==> src/rtl/bmseq_pkg.sv <==
package bmseq_pkg;

    // one-hot phase encoding
    typedef enum logic [2:0] {
        PH_CHARGE = 3'b001,
        PH_SWITCH = 3'b010,
        PH_HOLD   = 3'b100
    } phase_e;

    // synchronized level and protection flags
    typedef struct packed {
        logic gt_start;
        logic gt_mid;
        logic gt_low;
        logic aux_hi;
        logic ovp_any;
    } lvl_t;

    localparam int LVL_W = $bits(lvl_t);

    // outputs towards the power stage
    typedef struct packed {
        logic hv_src_en;
        logic sw_en;
        logic stby_sel;
        logic pulse_sw;
        logic reg_sw;
    } drv_t;

    function automatic logic phase_legal(input logic [2:0] p);
        return ($countones(p) == 1);
    endfunction

endpackage

==> src/rtl/bmseq_sync.sv <==
module bmseq_sync #(
    parameter int WIDTH  = 5,
    parameter int STAGES = 2
) (
    input  logic             clk,
    input  logic             rst,
    input  logic [WIDTH-1:0] d,
    output logic [WIDTH-1:0] q
);
    localparam int LAST = STAGES - 1;

    logic [WIDTH-1:0] stg [STAGES];

    always_ff @(posedge clk) begin
        if (rst) stg[0] <= '0;
        else     stg[0] <= d;
    end

    for (genvar i = 1; i < STAGES; i++) begin : g_stage
        always_ff @(posedge clk) begin
            if (rst) stg[i] <= '0;
            else     stg[i] <= stg[i-1];
        end
    end

    assign q = stg[LAST];

endmodule

==> src/rtl/bmseq_phase_fsm.sv <==
module bmseq_phase_fsm
    import bmseq_pkg::*;
(
    input  logic   clk,
    input  logic   rst,
    input  lvl_t   lvl,
    output phase_e phase,
    output logic   enter_hold,
    output logic   enter_charge
);
    phase_e st_q, st_d;

    always_comb begin
        st_d = st_q;
        if (!phase_legal(st_q)) begin
            st_d = PH_CHARGE;
        end else begin
            unique case (st_q)
                PH_CHARGE: if (lvl.gt_start) st_d = PH_SWITCH;
                PH_SWITCH: if (!lvl.gt_mid)  st_d = PH_HOLD;
                PH_HOLD:   if (!lvl.gt_low)  st_d = PH_CHARGE;
                default:   st_d = PH_CHARGE;
            endcase
        end
    end

    always_ff @(posedge clk) begin
        if (rst) st_q <= PH_CHARGE;
        else     st_q <= st_d;
    end

    assign phase        = st_q;
    assign enter_hold   = (st_q == PH_SWITCH) && (st_d == PH_HOLD);
    assign enter_charge = (st_q == PH_HOLD)   && (st_d == PH_CHARGE);

    // the phase register always holds exactly one phase
    assert_phase_onehot_R1: assert property (@(posedge clk) disable iff (rst)
        $countones(st_q) == 1);

    // a synchronized start flag in charge leads to switching
    assert_charge_to_switch_R1: assert property (@(posedge clk) disable iff (rst)
        (st_q == PH_CHARGE && lvl.gt_start) |=> (st_q == PH_SWITCH));

    // hold-off never jumps straight to switching
    assert_hold_no_skip_R3: assert property (@(posedge clk) disable iff (rst)
        (st_q == PH_HOLD) |=> (st_q != PH_SWITCH));

endmodule

==> src/rtl/bmseq_mode_latches.sv <==
module bmseq_mode_latches (
    input  logic clk,
    input  logic rst,
    input  logic in_switch,
    input  logic in_charge,
    input  logic enter_hold,
    input  logic enter_charge,
    input  logic cyc_end,
    input  logic cyc_overcur,
    input  logic aux_hi,
    input  logic ovp_any,
    output logic noc_q,
    output logic mode_q,
    output logic ovp_q
);
    // cycle-end record: 1 = ended by PWM compare, 0 = ended by overcurrent
    always_ff @(posedge clk) begin
        if (rst)                        noc_q <= 1'b0;
        else if (in_switch && cyc_end)  noc_q <= !cyc_overcur;
    end

    // standby mode flag, auxiliary clear has priority
    always_ff @(posedge clk) begin
        if (rst)                          mode_q <= 1'b0;
        else if (aux_hi)                  mode_q <= 1'b0;
        else if (enter_hold && noc_q)     mode_q <= 1'b1;
        else if (enter_charge && !noc_q)  mode_q <= 1'b0;
    end

    // overvoltage latch, released only by the charge phase
    always_ff @(posedge clk) begin
        if (rst)            ovp_q <= 1'b0;
        else if (in_charge) ovp_q <= 1'b0;
        else if (ovp_any)   ovp_q <= 1'b1;
    end

    // auxiliary flag clears the mode on the next edge
    assert_aux_clears_R7: assert property (@(posedge clk) disable iff (rst)
        aux_hi |=> !mode_q);

    // overvoltage latch holds until the charge phase
    assert_ovp_hold_R8: assert property (@(posedge clk) disable iff (rst)
        (ovp_q && !in_charge) |=> ovp_q);

    // mode only rises on entry to hold-off
    assert_mode_rise_R5: assert property (@(posedge clk) disable iff (rst)
        $rose(mode_q) |-> $past(enter_hold));

endmodule

==> src/rtl/burst_phase_seq.sv <==
module burst_phase_seq
    import bmseq_pkg::*;
#(
    parameter int SYNC_STAGES = 2
) (
    input  logic clk,
    input  logic rst,
    input  logic vcc_gt_start,
    input  logic vcc_gt_mid,
    input  logic vcc_gt_low,
    input  logic aux_cur_hi,
    input  logic vcc_ovp,
    input  logic quick_ovp,
    input  logic cyc_end,
    input  logic cyc_overcur,
    output logic hv_src_en,
    output logic sw_en,
    output logic stby_sel,
    output logic pulse_sw,
    output logic reg_sw
);
    lvl_t   lvl_raw, lvl_s;
    phase_e phase;
    logic   enter_hold, enter_charge;
    logic   noc_q, mode_q, ovp_q;
    logic   in_switch, in_charge, in_hold;
    drv_t   drv;

    assign lvl_raw = '{gt_start: vcc_gt_start, gt_mid: vcc_gt_mid,
                       gt_low: vcc_gt_low, aux_hi: aux_cur_hi,
                       ovp_any: vcc_ovp | quick_ovp};

    bmseq_sync #(.WIDTH(LVL_W), .STAGES(SYNC_STAGES)) u_sync (
        .clk (clk),
        .rst (rst),
        .d   (lvl_raw),
        .q   (lvl_s)
    );

    bmseq_phase_fsm u_fsm (
        .clk          (clk),
        .rst          (rst),
        .lvl          (lvl_s),
        .phase        (phase),
        .enter_hold   (enter_hold),
        .enter_charge (enter_charge)
    );

    assign in_switch = (phase == PH_SWITCH);
    assign in_charge = (phase == PH_CHARGE);
    assign in_hold   = (phase == PH_HOLD);

    bmseq_mode_latches u_latch (
        .clk          (clk),
        .rst          (rst),
        .in_switch    (in_switch),
        .in_charge    (in_charge),
        .enter_hold   (enter_hold),
        .enter_charge (enter_charge),
        .cyc_end      (cyc_end),
        .cyc_overcur  (cyc_overcur),
        .aux_hi       (lvl_s.aux_hi),
        .ovp_any      (lvl_s.ovp_any),
        .noc_q        (noc_q),
        .mode_q       (mode_q),
        .ovp_q        (ovp_q)
    );

    always_comb begin
        drv.hv_src_en = in_charge;
        drv.sw_en     = in_switch && !ovp_q;
        drv.stby_sel  = in_switch && mode_q;
        drv.pulse_sw  = in_hold && mode_q;
        drv.reg_sw    = in_switch;
    end

    assign hv_src_en = drv.hv_src_en;
    assign sw_en     = drv.sw_en;
    assign stby_sel  = drv.stby_sel;
    assign pulse_sw  = drv.pulse_sw;
    assign reg_sw    = drv.reg_sw;

    // start source and switching are never on together
    assert_src_sw_excl_R2: assert property (@(posedge clk) disable iff (rst)
        !(hv_src_en && (sw_en || reg_sw)));

    // hold-off switch and regulation switch are exclusive
    assert_pin_switch_excl_R9: assert property (@(posedge clk) disable iff (rst)
        !(pulse_sw && reg_sw));

    // standby select only while regulating
    assert_stby_in_switch_R6: assert property (@(posedge clk) disable iff (rst)
        stby_sel |-> reg_sw);

endmodule

==> config.mk <==
export PLATFORM = sky130hd
export DESIGN_NAME = burst_phase_seq
export DESIGN_NICKNAME = d
export VERILOG_FILES = /design/src/rtl/bmseq_pkg.sv /design/src/rtl/bmseq_sync.sv /design/src/rtl/bmseq_phase_fsm.sv /design/src/rtl/bmseq_mode_latches.sv /design/src/rtl/burst_phase_seq.sv
export SDC_FILE = /design/constraint.sdc
export NUM_CORES = 1
export LEC_CHECK = 0
export BUFFER_PORTS_ARGS = -buffer_cell sky130_fd_sc_hd__clkbuf_2
export CORE_MARGIN = 1.5
export CORE_UTILIZATION = 45
export CTS_CLUSTER_DIAMETER = 60
export CTS_CLUSTER_SIZE = 40
export DETAILED_ROUTE_END_ITERATION = 10
export GPL_ROUTABILITY_DRIVEN = 0
export GPL_TIMING_DRIVEN = 0
export PLACE_DENSITY_LB_ADDON = 0.3
export SYNTH_ARGS = -nofsm -noshare
export SYNTH_HDL_FRONTEND = slang
export SYNTH_SLANG_ARGS = --single-unit
==> constraint.sdc <==
create_clock -name clk -period 2.8 [get_ports clk]
set_input_delay 0.28 -clock clk [delete_from_list [all_inputs] [get_ports clk]]
set_output_delay 0.28 -clock clk [all_outputs]
set_load 0.005 [all_outputs]
# Yosys cells after proc, flatten, opt, wreduce, memory -nomap -nowiden
# Memories as Yosys holds them, arrays and structs flattened.
# Cells that the tools add are included.
# word_totals
register_bits	6
ramBits	10
in_bits	10
out_inout_bits	5
elab_cells	42
n_memories	1
# classes
add_sub_neg	2
n_eq_ne	6
muxes	12
bitwise	3
reduce_logical	14
# memory_table
memory	depth	width	read_ports	rd_ports_with_merged_regs	write_ports	line	rtl
u_sync.stg	2	5	2	0	2	bmseq_sync.sv:12	logic [WIDTH-1:0] stg [STAGES];
# op_table
operator	n
$add A32 B1 Y32	1
$eq A32 B2 Y1 const B	1
$mux W3	4
$mux W5	2
$pmux W3 S3	1
$logic_and A1 B1 Y1	8
$eq A3 B1 Y1 const B	2
$eq A3 B3 Y1 const B	2
$mux W1	5
$reduce_or A2 Y1	2
$eq A3 B2 Y1 const B	1
$logic_not A1 Y1	3
$or A1 B1 Y1	3
$add A1 B1 Y2	1
$reduce_bool A2 Y1	1

# Depth between registers and ports, before layout
# depth
depth_word	9
depth_mapped	8
mapped_depth_nobuf	8

# Cells and area by module
# A second synthesis with hierarchy kept.
# unflattened
cells_unflattened	61
area_unflattened_um2	645.6
# modules_own_cells
mod	n_inst	cells_per_inst	area_each_um2	seq_area_each_um2
bmseq_sync	1	20	262.8	200.2
bmseq_phase_fsm	1	25	220.2	60.1
bmseq_mode_latches	1	10	101.3	60.1
burst_phase_seq	1	6	61.3	0.0

# Least setup slack after synthesis
# Ideal clock, no wire load.
# synth_path
kind	reg2reg
startpoint	register u_fsm.st_q[0], in the netlist u_fsm.phase[0]
endpoint	register u_fsm.st_q[0], in the netlist u_fsm.phase[0]
setup_ns	0.123
t_arrival_ns	1.924
required_ns	2.677
path_slack_ns	0.752
path_stages_with_launch	9
path_buffers	0
synth_period_minus_slack_ns	2.048
cell_sequence	dfxtp_1 -> inv_1 -> ha_1 -> ha_1 -> ha_1 -> nor2_1 -> nand3_2 -> or3_1 -> or2_2
# synth_via
elab_chain_len	4
elab_cells_between_ends	11
classes_between	2 x add/sub; 4 x eq/ne; 5 x mux
# synth_lines
element	line	rtl
start: declaration	bmseq_phase_fsm.sv:11	phase_e st_q, st_d;
start signal: assignment	bmseq_phase_fsm.sv:29	else st_q <= st_d;
$add A1 B1 Y2 (implied by the code)	bmseq_pkg.sv:31	return ($countones(p) == 1);
$add A32 B1 Y32 (implied by the code)	bmseq_pkg.sv:31	
$eq A32 B2 Y1	bmseq_pkg.sv:31	
$mux W3 *	bmseq_phase_fsm.sv:15	if (!phase_legal(st_q)) begin
# Every way passes the cells marked *; elsewhere a longest branch is shown, timed or not.
# A chain may end at the register's enable or synchronous reset.

# Worst setup path after layout
# layout_path
startpoint	register u_fsm.st_q[1], in the netlist u_fsm.phase[1]
endpoint	register u_fsm.st_q[0], in the netlist u_fsm.phase[0]
# Same word-level chain as after synthesis.

==> results_dict.tcl <==
set metrics [dict create \
    slew_headroom 0.7291 \
    worstSetupEndpointType "register" \
    ir_drop_v 0.0003328 \
    final_antenna_net_count 0 \
    ys_seq_area_frac 0.4384 \
    grt_pass1_vias 493 \
    drt_first_pass_iters 5 \
    critPathRequiredTime_ns 2.98 \
    ys_warn_count 0 \
    num_antenna_cells 0 \
    grt_pass1_wl_um 2090 \
    crit_type "register to register" \
    hold_viol 0 \
    setup_violations 0 \
    min_period_ns 2.226 \
    rsz0062_at_grt "false" \
    period_share 0.7948 \
    die_area_um2 1874 \
    cts_buffer_depth 2 \
    post_drt_wl_per_cell_um 10.82 \
    tritoncts "yes" \
    timing.fmax_mhz 449.3 \
    grt_max_degree 11 \
    cts_hold_buf 0 \
    avgSynthCellArea_um2 9.743 \
    drv_slew 0 \
    io_pins 15 \
    worstMarginPinSlew_ns 0.4064 \
    finalClockSkew_ns 0.006994 \
    fp.dieW_um 43.30 \
    grt-ovfl-total 0 \
    netlist_instances 75 \
    hpwl_um 905.6 \
    clkLatencyLatePin_ns 0.28 \
    cts_max_level 1 \
    drc 0 \
    start_util 0.4850 \
    cts_setup_buffers 0 \
    clkTransAtPathRegs_ns 0.10 \
    antenna_found_initial 0 \
    ctsResizeCount 0 \
    die_height_um 43.30 \
    drt_iter0_markers 13 \
    routed_via_density 4.963 \
    num-nets-final 111 \
    cts_root_buffer "clkbuf_4" \
    hp-class "input pin to register" \
    cap_violations 0 \
    wl_um 1179 \
    cts.sinks 16 \
    startpoint_type "register" \
    area_growth_pct 17.29 \
    cts_inserted_buffers 3 \
    outcome "complete, no violations" \
    crit_fanout 4 \
    setup_tns_ns 0 \
    synthesis.area_um2 730.7 \
    preCtsSetupSlack_ns 0.5838 \
    core_um2 1506 \
    portBuffers 14 \
    globalRouteTotalUtil 0.1553 \
    p_leak_nw 0.4000 \
    syn_nets 92 \
    drive_above_1_share 0.2688 \
    row_count 14 \
    ys_seq_elements 16 \
    cp.arrival_ns 2.41 \
    power.density_nw_per_um2 681.8 \
    worst_slack_ns 0.5745 \
    via_count 541 \
    synth_cell_types 29 \
]
-- worst max-delay path, cell delays in order (launching register included) --
cell	delay (ns)
dfxtp_1	0.41
inv_1	0.11
ha_1	0.30
ha_1	0.18
ha_1	0.18
nor2_1	0.16
nand3_2	0.11
or3_1	0.38
or2_2	0.30
-- power breakdown --
| group | switching, W | total (W) | internal (W) | leakage [nW] |
|---|---|---|---|---|
| combinational | 0.0000977 | 0.000179 | 0.0000809 | 0.248 |
| sequential | 0.0000107 | 0.000256 | 0.000245 | 0.131 |
| clock | 0.0000709 | 0.000150 | 0.0000791 | 0.0210 |
-- cells in the final DEF (no fill, tap or decap), types with 2 or more instances in the layout --
cell type	netlist	final
a21oi_1	2	2
nor2_1	9	9
clkbuf_2	0	14
dfxtp_1	16	16
nor3_1	2	2
clkbuf_4	0	3
nor2b_1	10	10
ha_1	6	6
and3_1	2	2
nand3_1	2	2
inv_1	4	4
nand2_1	3	3
-- stage by stage --
step / hold slack, ns / instance area, um2 / cells / util / power [W]
3_3_place_gp: 0.4157 / 820.8 / 105 / 0.5449 / 0.0004352
4_1_cts: 0.1786 / 857.1 / 109 / 0.5689 / 0.0005930
5_1_grt: 0.1745 / 857.1 / 109 / 0.5689 / 0.0006288
6_report: 0.1875 / 857.1 / 109 / 0.5689 / 0.0005844
2_1_floorplan: 0.3516 / 730.7 / 75 / - / 0.0003926
3_5_place_dp: 0.4204 / 820.8 / 105 / 0.5449 / 0.0004395
-- cell type report --
type	instances	area, um2
Timing Repair Buffer	14	70.07
Tap cell	16	20.02
Clock buffer	4	36.28
Multi-Input combinational cell	53	380.4
Fill cell	146	649.4
Inverter	4	15.01
Buffer	2	15.01
Sequential cell	16	320.3
-- cells in the mapped netlist --
| cell type | count | area [um2] |
|---|---|---|
| a21oi_1 | 2 | 10.01 |
| and2b_1 | 1 | 7.510 |
| a31oi_1 | 1 | 6.260 |
| a41o_1 | 1 | 10.01 |
| dfxtp_1 | 16 | 320.3 |
| nand3b_1 | 1 | 7.510 |
| ha_1 | 6 | 75.07 |
| nor2b_1 | 10 | 62.56 |
| nand2b_1 | 1 | 6.260 |
| or4_4 | 1 | 11.26 |
| o31ai_2 | 1 | 12.51 |
| o21ai_0 | 1 | 5.000 |
| or3_1 | 1 | 6.260 |
| nand2b_4 | 1 | 13.76 |
| and3_1 | 2 | 12.51 |
| buf_6 | 1 | 11.26 |
| nor3_1 | 2 | 10.01 |
| clkbuf_1 | 1 | 3.750 |
| nor2_1 | 9 | 33.78 |
| nand2b_2 | 1 | 8.760 |
| nand3_1 | 2 | 10.01 |
| inv_1 | 4 | 15.01 |
| fa_1 | 1 | 20.02 |
| nand3_2 | 1 | 10.01 |
| a221oi_1 | 1 | 8.760 |
| nand2_1 | 3 | 11.26 |
| and2_1 | 1 | 6.260 |
| or2_2 | 1 | 6.260 |
| a311oi_1 | 1 | 8.760 |
-- registers in the layout, indices dropped and copies added (netlist names) --
| name | count |
|---|---|
| u_fsm.phase | 3 |
| u_latch.mode_q | 1 |
| u_latch.noc_q | 1 |
| u_latch.ovp_q | 1 |
| u_sync.stg | 10 |
-- per-layer routing --
layer	vias up	share of wire	wire length [um]	track usage
li1	284	-	-	-
met1	242	0.47	559	0.1837
met2	13	0.48	568	0.2507
met3	2	0.034	40	0.05106
met4	0	0.0085	10	0.07273
met5	-	0	0	0
-- final timing paths --
path | endpoint | start | slack (ns) | cells after the start
setup / recovery | u_fsm.phase[0] | u_fsm.phase[1] | 0.57 | 8
hold / removal | u_latch.noc_q | cyc_overcur | 0.19 | 2
setup reg to reg | u_fsm.phase[0] | u_fsm.phase[1] | 0.57 | 8
hold reg to reg | u_sync.stg[1][4] | u_sync.stg[0][4] | 0.43 | 1
-- cell families after synthesis --
family / Yosys count / share of synthesized area
flops: 16 / 0.4384
buf+inv: 6 / 0.04108
compound gates: 8 / 0.08391
fa+ha+maj: 7 / 0.1301
simple gates: 38 / 0.3065
(Power assumes the default switching activity.)
